<file path="src/rtl/tlb_pkg.sv">
package tlb_pkg;
  localparam int SEG_W = 3;

  typedef enum logic [1:0] {
    SEG_USER,
    SEG_KDIRECT_C,
    SEG_KDIRECT_U,
    SEG_KMAPPED
  } seg_e;
endpackage

</file>
<file path="src/rtl/tlb_rst_sync.sv">
module tlb_rst_sync (
  input  logic clk,
  input  logic rst_n,
  output logic rst_s_n
);
  logic [1:0] sync_q;

  always_ff @(posedge clk or negedge rst_n) begin
    if (!rst_n) sync_q <= 2'b00;
    else        sync_q <= {sync_q[0], 1'b1};
  end

  assign rst_s_n = sync_q[1];
endmodule

</file>
<file path="src/rtl/tlb_seg_decode.sv">
module tlb_seg_decode
  import tlb_pkg::*;
(
  input  logic [SEG_W-1:0] top_bits,
  output seg_e             seg
);
  always_comb begin
    unique casez (top_bits)
      3'b0??:  seg = SEG_USER;
      3'b100:  seg = SEG_KDIRECT_C;
      3'b101:  seg = SEG_KDIRECT_U;
      default: seg = SEG_KMAPPED;
    endcase
  end
endmodule

</file>
<file path="src/rtl/tlb_pick.sv">
module tlb_pick #(
  parameter int ENTRIES = 64,
  localparam int IDX_W  = $clog2(ENTRIES)
) (
  input  logic [ENTRIES-1:0] match_vec,
  output logic               any_hit,
  output logic               multi_hit,
  output logic [IDX_W-1:0]   hit_idx
);
  assign any_hit   = |match_vec;
  assign multi_hit = |(match_vec & (match_vec - ENTRIES'(1)));

  always_comb begin
    hit_idx = '0;
    for (int i = ENTRIES - 1; i >= 0; i--) begin
      if (match_vec[i]) hit_idx = IDX_W'(i);
    end
  end
endmodule

</file>
<file path="src/rtl/tlb_entry_store.sv">
module tlb_entry_store #(
  parameter int ENTRIES = 64,
  parameter int VPN_W   = 20,
  parameter int ASID_W  = 6,
  parameter int PFN_W   = 20,
  localparam int IDX_W  = $clog2(ENTRIES)
) (
  input  logic               clk,
  input  logic               rst_n,
  input  logic               inv_all,
  input  logic               wr_en,
  input  logic [IDX_W-1:0]   wr_idx,
  input  logic [VPN_W-1:0]   wr_vpn,
  input  logic [ASID_W-1:0]  wr_asid,
  input  logic [PFN_W-1:0]   wr_pfn,
  input  logic               wr_rw,
  input  logic               wr_cc,
  input  logic               wr_vld,
  input  logic               upd_en,
  input  logic [IDX_W-1:0]   upd_idx,
  input  logic               upd_dirty,
  input  logic [VPN_W-1:0]   lk_vpn,
  input  logic [ASID_W-1:0]  lk_asid,
  input  logic [IDX_W-1:0]   sel_idx,
  output logic [ENTRIES-1:0] match_vec,
  output logic [PFN_W-1:0]   sel_pfn,
  output logic               sel_rw,
  output logic               sel_cc,
  output logic               sel_dirty,
  output logic               sel_ref
);
  logic [ENTRIES*PFN_W-1:0] pfn_all;
  logic [ENTRIES-1:0]       rw_all, cc_all, dty_all, ref_all;

  for (genvar g = 0; g < ENTRIES; g++) begin : g_ent
    logic              vld_q, vld_d, dty_q, dty_d, ref_q, ref_d;
    logic [VPN_W-1:0]  vpn_q;
    logic [ASID_W-1:0] asid_q;
    logic [PFN_W-1:0]  pfn_q;
    logic              rw_q, cc_q;
    logic              wr_this, up_this;

    assign wr_this = wr_en  && (wr_idx  == IDX_W'(g));
    assign up_this = upd_en && (upd_idx == IDX_W'(g));

    always_comb begin
      vld_d = vld_q;
      dty_d = dty_q;
      ref_d = ref_q;
      if (up_this) begin
        ref_d = 1'b1;
        if (upd_dirty) dty_d = 1'b1;
      end
      if (wr_this) begin
        vld_d = wr_vld;
        dty_d = 1'b0;
        ref_d = 1'b0;
      end
      if (inv_all) vld_d = 1'b0;
    end

    always_ff @(posedge clk or negedge rst_n) begin
      if (!rst_n) begin
        vld_q <= 1'b0;
        dty_q <= 1'b0;
        ref_q <= 1'b0;
      end else begin
        vld_q <= vld_d;
        dty_q <= dty_d;
        ref_q <= ref_d;
      end
    end

    always_ff @(posedge clk) begin
      if (wr_this) begin
        vpn_q  <= wr_vpn;
        asid_q <= wr_asid;
        pfn_q  <= wr_pfn;
        rw_q   <= wr_rw;
        cc_q   <= wr_cc;
      end
    end

    assign match_vec[g] = vld_q && (vpn_q == lk_vpn) && (asid_q == lk_asid);
    assign pfn_all[g*PFN_W +: PFN_W] = pfn_q;
    assign rw_all[g]  = rw_q;
    assign cc_all[g]  = cc_q;
    assign dty_all[g] = dty_q;
    assign ref_all[g] = ref_q;
  end

  assign sel_pfn   = pfn_all[sel_idx*PFN_W +: PFN_W];
  assign sel_rw    = rw_all[sel_idx];
  assign sel_cc    = cc_all[sel_idx];
  assign sel_dirty = dty_all[sel_idx];
  assign sel_ref   = ref_all[sel_idx];
endmodule

</file>
<file path="src/rtl/tlb_xlate.sv">
module tlb_xlate
  import tlb_pkg::*;
#(
  parameter int ENTRIES = 64,
  parameter int VA_W    = 32,
  parameter int OFF_W   = 12,
  parameter int ASID_W  = 6,
  parameter int PFN_W   = 20,
  localparam int VPN_W  = VA_W - OFF_W,
  localparam int IDX_W  = $clog2(ENTRIES)
) (
  input  logic              clk,
  input  logic              rst_n,
  input  logic              lk_valid,
  input  logic [VA_W-1:0]   lk_va,
  input  logic              lk_write,
  input  logic              lk_kernel,
  input  logic [ASID_W-1:0] cur_asid,
  input  logic              wr_en,
  input  logic [IDX_W-1:0]  wr_idx,
  input  logic [VPN_W-1:0]  wr_vpn,
  input  logic [ASID_W-1:0] wr_asid,
  input  logic [PFN_W-1:0]  wr_pfn,
  input  logic              wr_rw,
  input  logic              wr_cc,
  input  logic              wr_vld,
  input  logic              inv_all,
  output logic              rsp_valid,
  output logic              rsp_ok,
  output logic              rsp_miss,
  output logic              rsp_prot,
  output logic              rsp_multi,
  output logic [VA_W-1:0]   rsp_pa,
  output logic              rsp_cached,
  output logic              rsp_dirty,
  output logic              rsp_ref
);
  logic               rst_s_n;
  seg_e               seg;
  logic [ENTRIES-1:0] match_vec;
  logic               any_hit, multi_hit;
  logic [IDX_W-1:0]   hit_idx;
  logic [PFN_W-1:0]   sel_pfn;
  logic               sel_rw, sel_cc, sel_dirty, sel_ref;
  logic               mapped, mode_viol, store_viol, xl_ok, upd_en;

  logic              valid_d, ok_d, miss_d, prot_d, multi_d, cached_d, dirty_d, ref_d;
  logic [VA_W-1:0]   pa_d;

  tlb_rst_sync i_rst_sync (.clk(clk), .rst_n(rst_n), .rst_s_n(rst_s_n));

  tlb_seg_decode i_seg (.top_bits(lk_va[VA_W-1 -: SEG_W]), .seg(seg));

  tlb_entry_store #(
    .ENTRIES(ENTRIES), .VPN_W(VPN_W), .ASID_W(ASID_W), .PFN_W(PFN_W)
  ) i_store (
    .clk(clk), .rst_n(rst_s_n), .inv_all(inv_all),
    .wr_en(wr_en), .wr_idx(wr_idx), .wr_vpn(wr_vpn), .wr_asid(wr_asid),
    .wr_pfn(wr_pfn), .wr_rw(wr_rw), .wr_cc(wr_cc), .wr_vld(wr_vld),
    .upd_en(upd_en), .upd_idx(hit_idx), .upd_dirty(lk_write),
    .lk_vpn(lk_va[VA_W-1:OFF_W]), .lk_asid(cur_asid), .sel_idx(hit_idx),
    .match_vec(match_vec), .sel_pfn(sel_pfn), .sel_rw(sel_rw), .sel_cc(sel_cc),
    .sel_dirty(sel_dirty), .sel_ref(sel_ref)
  );

  tlb_pick #(.ENTRIES(ENTRIES)) i_pick (
    .match_vec(match_vec), .any_hit(any_hit), .multi_hit(multi_hit), .hit_idx(hit_idx)
  );

  assign mapped     = (seg == SEG_USER) || (seg == SEG_KMAPPED);
  assign mode_viol  = !lk_kernel && lk_va[VA_W-1];
  assign store_viol = mapped && any_hit && lk_write && !sel_rw;
  assign xl_ok      = lk_valid && !mode_viol && (!mapped || (any_hit && !store_viol));
  assign upd_en     = xl_ok && mapped;

  always_comb begin
    valid_d  = lk_valid;
    ok_d     = xl_ok;
    miss_d   = lk_valid && !mode_viol && mapped && !any_hit;
    prot_d   = lk_valid && (mode_viol || store_viol);
    multi_d  = lk_valid && !mode_viol && mapped && multi_hit;
    pa_d     = '0;
    cached_d = 1'b0;
    dirty_d  = 1'b0;
    ref_d    = 1'b0;
    if (xl_ok) begin
      if (mapped) begin
        pa_d     = {sel_pfn, lk_va[OFF_W-1:0]};
        cached_d = sel_cc;
        dirty_d  = sel_dirty;
        ref_d    = sel_ref;
      end else begin
        pa_d     = {{SEG_W{1'b0}}, lk_va[VA_W-SEG_W-1:0]};
        cached_d = (seg == SEG_KDIRECT_C);
      end
    end
  end

  always_ff @(posedge clk or negedge rst_s_n) begin
    if (!rst_s_n) begin
      rsp_valid  <= 1'b0;
      rsp_ok     <= 1'b0;
      rsp_miss   <= 1'b0;
      rsp_prot   <= 1'b0;
      rsp_multi  <= 1'b0;
      rsp_pa     <= '0;
      rsp_cached <= 1'b0;
      rsp_dirty  <= 1'b0;
      rsp_ref    <= 1'b0;
    end else begin
      rsp_valid  <= valid_d;
      rsp_ok     <= ok_d;
      rsp_miss   <= miss_d;
      rsp_prot   <= prot_d;
      rsp_multi  <= multi_d;
      rsp_pa     <= pa_d;
      rsp_cached <= cached_d;
      rsp_dirty  <= dirty_d;
      rsp_ref    <= ref_d;
    end
  end
endmodule

</file>
<file path="config.mk">
export PLATFORM = sky130hd
export DESIGN_NAME = tlb_xlate
export DESIGN_NICKNAME = d
export VERILOG_FILES = /design/src/rtl/tlb_pkg.sv /design/src/rtl/tlb_rst_sync.sv /design/src/rtl/tlb_seg_decode.sv /design/src/rtl/tlb_pick.sv /design/src/rtl/tlb_entry_store.sv /design/src/rtl/tlb_xlate.sv
export SDC_FILE = /design/constraint.sdc
export NUM_CORES = 2
export LEC_CHECK = 0
export ABC_AREA = 1
export BUFFER_PORTS_ARGS = -buffer_cell sky130_fd_sc_hd__buf_2
export CAP_MARGIN = 10
export CORE_UTILIZATION = 45
export CTS_CLUSTER_DIAMETER = 100
export CTS_CLUSTER_SIZE = 16
export DETAILED_ROUTE_END_ITERATION = 12
export PLACE_DENSITY = 0.63
export SKIP_CTS_REPAIR_TIMING = 1
export SYNTH_ARGS = -nofsm -noshare
export SYNTH_HDL_FRONTEND = slang
export SYNTH_SLANG_ARGS = --single-unit
</file>
<file path="constraint.sdc">
create_clock -name clk -period 8.7 [get_ports clk]
set_input_delay 0.87 -clock clk [delete_from_list [all_inputs] [get_ports clk]]
set_output_delay 0.87 -clock clk [all_outputs]
set_load 0.01 [all_outputs]
</file>
==> results.md <==
* Outcome: finished, final reports clean
* Synth Warn # at 0
* Pwr/cell area at 199.0 nW/um2
* Critical Path RT at 9.56 ns
* Pleak at 0.05120 uW
* Crit Path Max Fanout at 19
* Area Growth Syn to Fin at 11.93%
* Hold path cells at 1
* First-pass GRT wire length at 686.1 mm
* Synth async-reset ratio at 7.078%
* Hold Path End: rsp_valid$_DFF_PN0_
* Number of global-route vias before repair at 88,880
* 1st-iter DRT viols at 16,260
* IO Port Bufs at 139
* Logic pwr share at 5.7%
* R2R Path End: rsp_pa[18]$_DFF_PN0_
* Max-slew headroom at 11.95%
* Flop pwr share at 58.9%
* Gpl congestion at 0.9333
* Std cell rows at 200
* Crit path kind: in2reg
* Wire length on met2 at 221.3 mm
* Largest net degree at the start of global routing at 110
* Critical Path Source: lk_va[13]
* WL met3 at 67.47 mm
* Dpl hpwl at 288.3 mm
* Prevailing post-synth register cell: edfxtp_1
* Register area share after synthesis at 73.06%
* Most common cell on crit path: nand2_1
* Residual DRC at 0
* Drt first pass iters at 8
* Reg2Reg Launch Point: i_store.g_ent[57].asid_q[5]$_DFFE_PP_
* Clk Latency, worst-skew pair at 0.97 ns
* Non-filler cells, final at 14,600
* CP arrival at 8.67 ns
* Commonest non-fill, non-tap cell in the layout: edfxtp_1
* Cell Int Power at 23,020 uW
* Max VDD drop at 0.1913 mV
* Wl on met1 at 178.0 mm
* Crit end category: register
* Sw Ratio at 23.02%
* Net count, final at 10,550
* Synthesized instance count at 10,030
* Drt via density at 6.457
* Reg clk slew, reported paths at 0.07 ns
* Netlist cell types at 67
* Syn_nets at 10,130
* Period utilization at 89.75%
* Die width at 548.3 um
* CTS tree: done
* Number of max-cap violations at 0
* Hold Crit Class: in2reg
* Critical path launch point type: primary input
* Vias at 94,260
* Clock power frac at 35.4%
* Yosys reg bits at 3,306
* EDFF count, synth at 3,072
* Slowest CP cell: nor2_1
* CTS max path bufs at 4
* Global route overflow at 0
* RSZ-0062 raised after global routing: no
* Worst reg-to-reg setup slack at 0.99 ns
* CTS Buf Count at 230
* Top layer in use: met5
* Tot Pwr at 29,910 uW
* Routed WL at 498.2 mm
* Ratio of cells with drive above 1 in the final layout at 11.66%
* Min Tclk post-route at 7.808 ns
* TritonCTS Sinks at 3,306
* Hold path startpoint: lk_valid
* Die ar. at 300,600 um2
* CTS Root Cell: clkbuf_16
* Core Footprint at 296,800 um2
* P_sw at 6885 uW
* H-tree levels at 4
* Final hold vios at 0
* Ports at 140
* CP max stage delay at 0.53 ns
* Routed wire per std cell at 34.13 um
* Max Fclk at 0.1281 GHz
* Die Y at 548.3 um
* Avg Cell Area, Syn at 13.38 um2
* ANT nets after route at 0
* Filler instances at 24,960
* Most frequent cells in the layout: edfxtp_1, nand2_1, nor2_1
* Mapped cell area at 134,300 um2
* Worst R2R Path Depth at 73
* Initial antenna violation count at 43
* Worst Skew at 0.06689 ns
* Setup violators final at 0
* Initial core utilization at 45.24%
* Worst-margin pin slew at 1.314 ns
* Placed cell count at 14,160
* Max Slew Vio Count at 0
* GRT Util Overall at 32.50%
==> synthesized netlist by cell type, types with 4 or more instances <==
library cell / n / share of area, %
buf_4: 48 / 0.27
o21ai_0: 451 / 1.7
inv_2: 25 / 0.070
and2_1: 15 / 0.070
nor2_2: 5 / 0.023
a21boi_0: 14 / 0.078
o221ai_1: 6 / 0.039
o2111a_1: 5 / 0.042
o2111ai_1: 55 / 0.36
buf_1: 56 / 0.16
buf_6: 17 / 0.14
inv_1: 336 / 0.94
nor3_1: 146 / 0.54
and3_1: 16 / 0.075
xor2_1: 208 / 1.4
o21bai_1: 4 / 0.022
a211oi_1: 15 / 0.084
nand2_4: 4 / 0.034
edfxtp_1: 3072 / 69
nor4b_1: 12 / 0.078
o31ai_1: 331 / 1.9
nor4_1: 176 / 0.82
clkbuf_1: 228 / 0.64
o22ai_1: 624 / 2.9
xnor2_1: 307 / 2.0
nand4_1: 174 / 0.81
a41oi_1: 11 / 0.072
nor2_1: 1099 / 3.1
dfrtp_1: 234 / 4.4
nand3b_1: 6 / 0.034
a21oi_1: 307 / 1.1
nand3_1: 179 / 0.67
or2_2: 99 / 0.46
o21ai_1: 9 / 0.034
a2111oi_0: 42 / 0.27
buf_2: 215 / 0.80
nor2_4: 4 / 0.034
nand2_1: 1165 / 3.3
o211ai_1: 10 / 0.056
a22o_1: 173 / 1.1
a22oi_1: 16 / 0.089
or4_1: 27 / 0.15
a221oi_1: 50 / 0.33
==> power by group through the flow <==
stage / sequential, uW / combinational (uW) / clock [uW]
6_report: 17600 / 1710 / 10600
5_1_grt: 17600 / 1740 / 11100
4_1_cts: 17600 / 1640 / 10600
3_5_place_dp: 18000 / 1640 / 0
3_3_place_gp: 18000 / 1620 / 0
2_1_floorplan: 18000 / 643 / 0
==> area by class of cell <==
cell class	instances	area (um2)	share of cell area [%]
Sequential cell	3306	98110	65.27
Multi-Input combinational cell	5799	32720	21.77
Timing Repair Buffer	752	6359	4.230
Clock buffer	397	6425	4.275
Tap cell	3939	4928	3.279
Inverter	364	1414	0.9407
Clock inverter	15	289.0	0.1923
Antenna cell	25	62.56	0.04162
==> worst max path at each step <==
stage,end,depth (start not counted),slack (ns)
2_1_floorplan,i_store.g_ent[0].dty_q$_DFFE_PN0P_,0,1.70
3_3_place_gp,rsp_pa[22]$_DFF_PN0_,76,-0.09
3_5_place_dp,rsp_pa[18]$_DFF_PN0_,43,0.11
4_1_cts,rsp_pa[18]$_DFF_PN0_,73,1.04
5_1_grt,rsp_pa[18]$_DFF_PN0_,82,0.23
6_report,rsp_pa[22]$_DFF_PN0_,69,0.89
==> sequential cells by signal, summed over array words and instances (netlist names), 2 cells and up <==
register / flops
i_store.g_ent.pfn_q: 1280
i_store.g_ent.cc_q: 64
i_rst_sync.sync_q: 2
rsp_pa: 32
i_store.g_ent.dty_q: 64
i_store.g_ent.asid_q: 384
i_store.g_ent.vld_q: 64
i_store.g_ent.vpn_q: 1280
i_store.g_ent.rw_q: 64
i_store.g_ent.ref_q: 64
==> kinds of logic (layout without fill, tap and decap cells) <==
logic type	count (synthesis)	after routing	synth area share, %
xor+xnor	515	515	3.359
flops	3306	3306	73.06
buf+inv	928	1528	3.024
compound gates	2137	2137	10.28
simple gates	3145	3145	10.26
other cells	1	26	0.002793
fa+ha+maj	1	1	0.009316
==> through the flow <==
stage	TNS (ns)	util (%)	cell area [um2]	hold WS, ns	setup slack [ns]
2_1_floorplan	0	-	134300	0.3312	1.696
3_3_place_gp	-0.1126	48.36	143500	0.3359	-0.08517
3_5_place_dp	0	48.36	143500	0.3402	0.1100
4_1_cts	0	50.62	150200	-0.3434	1.037
5_1_grt	0	50.63	150300	0.04902	0.2302
6_report	0	50.64	150300	0.07076	0.8915
==> critical path: cells and delay by family <==
kind / cells / cell delay (ns)
and+or+nand+nor: 55 / 4.76
buffers and inverters: 10 / 2.24
AOI/OAI and AO/OA: 4 / 0.79
==> metal layers <==
layer / GRT usage (%) / vias to the layer above
met2: 49.82 / 7349
met5: 0 / -
li1: - / 38350
met1: 42.98 / 47110
met4: 17.84 / 10
met3: 7.458 / 1435
Power figures use the tool's default switching activity.
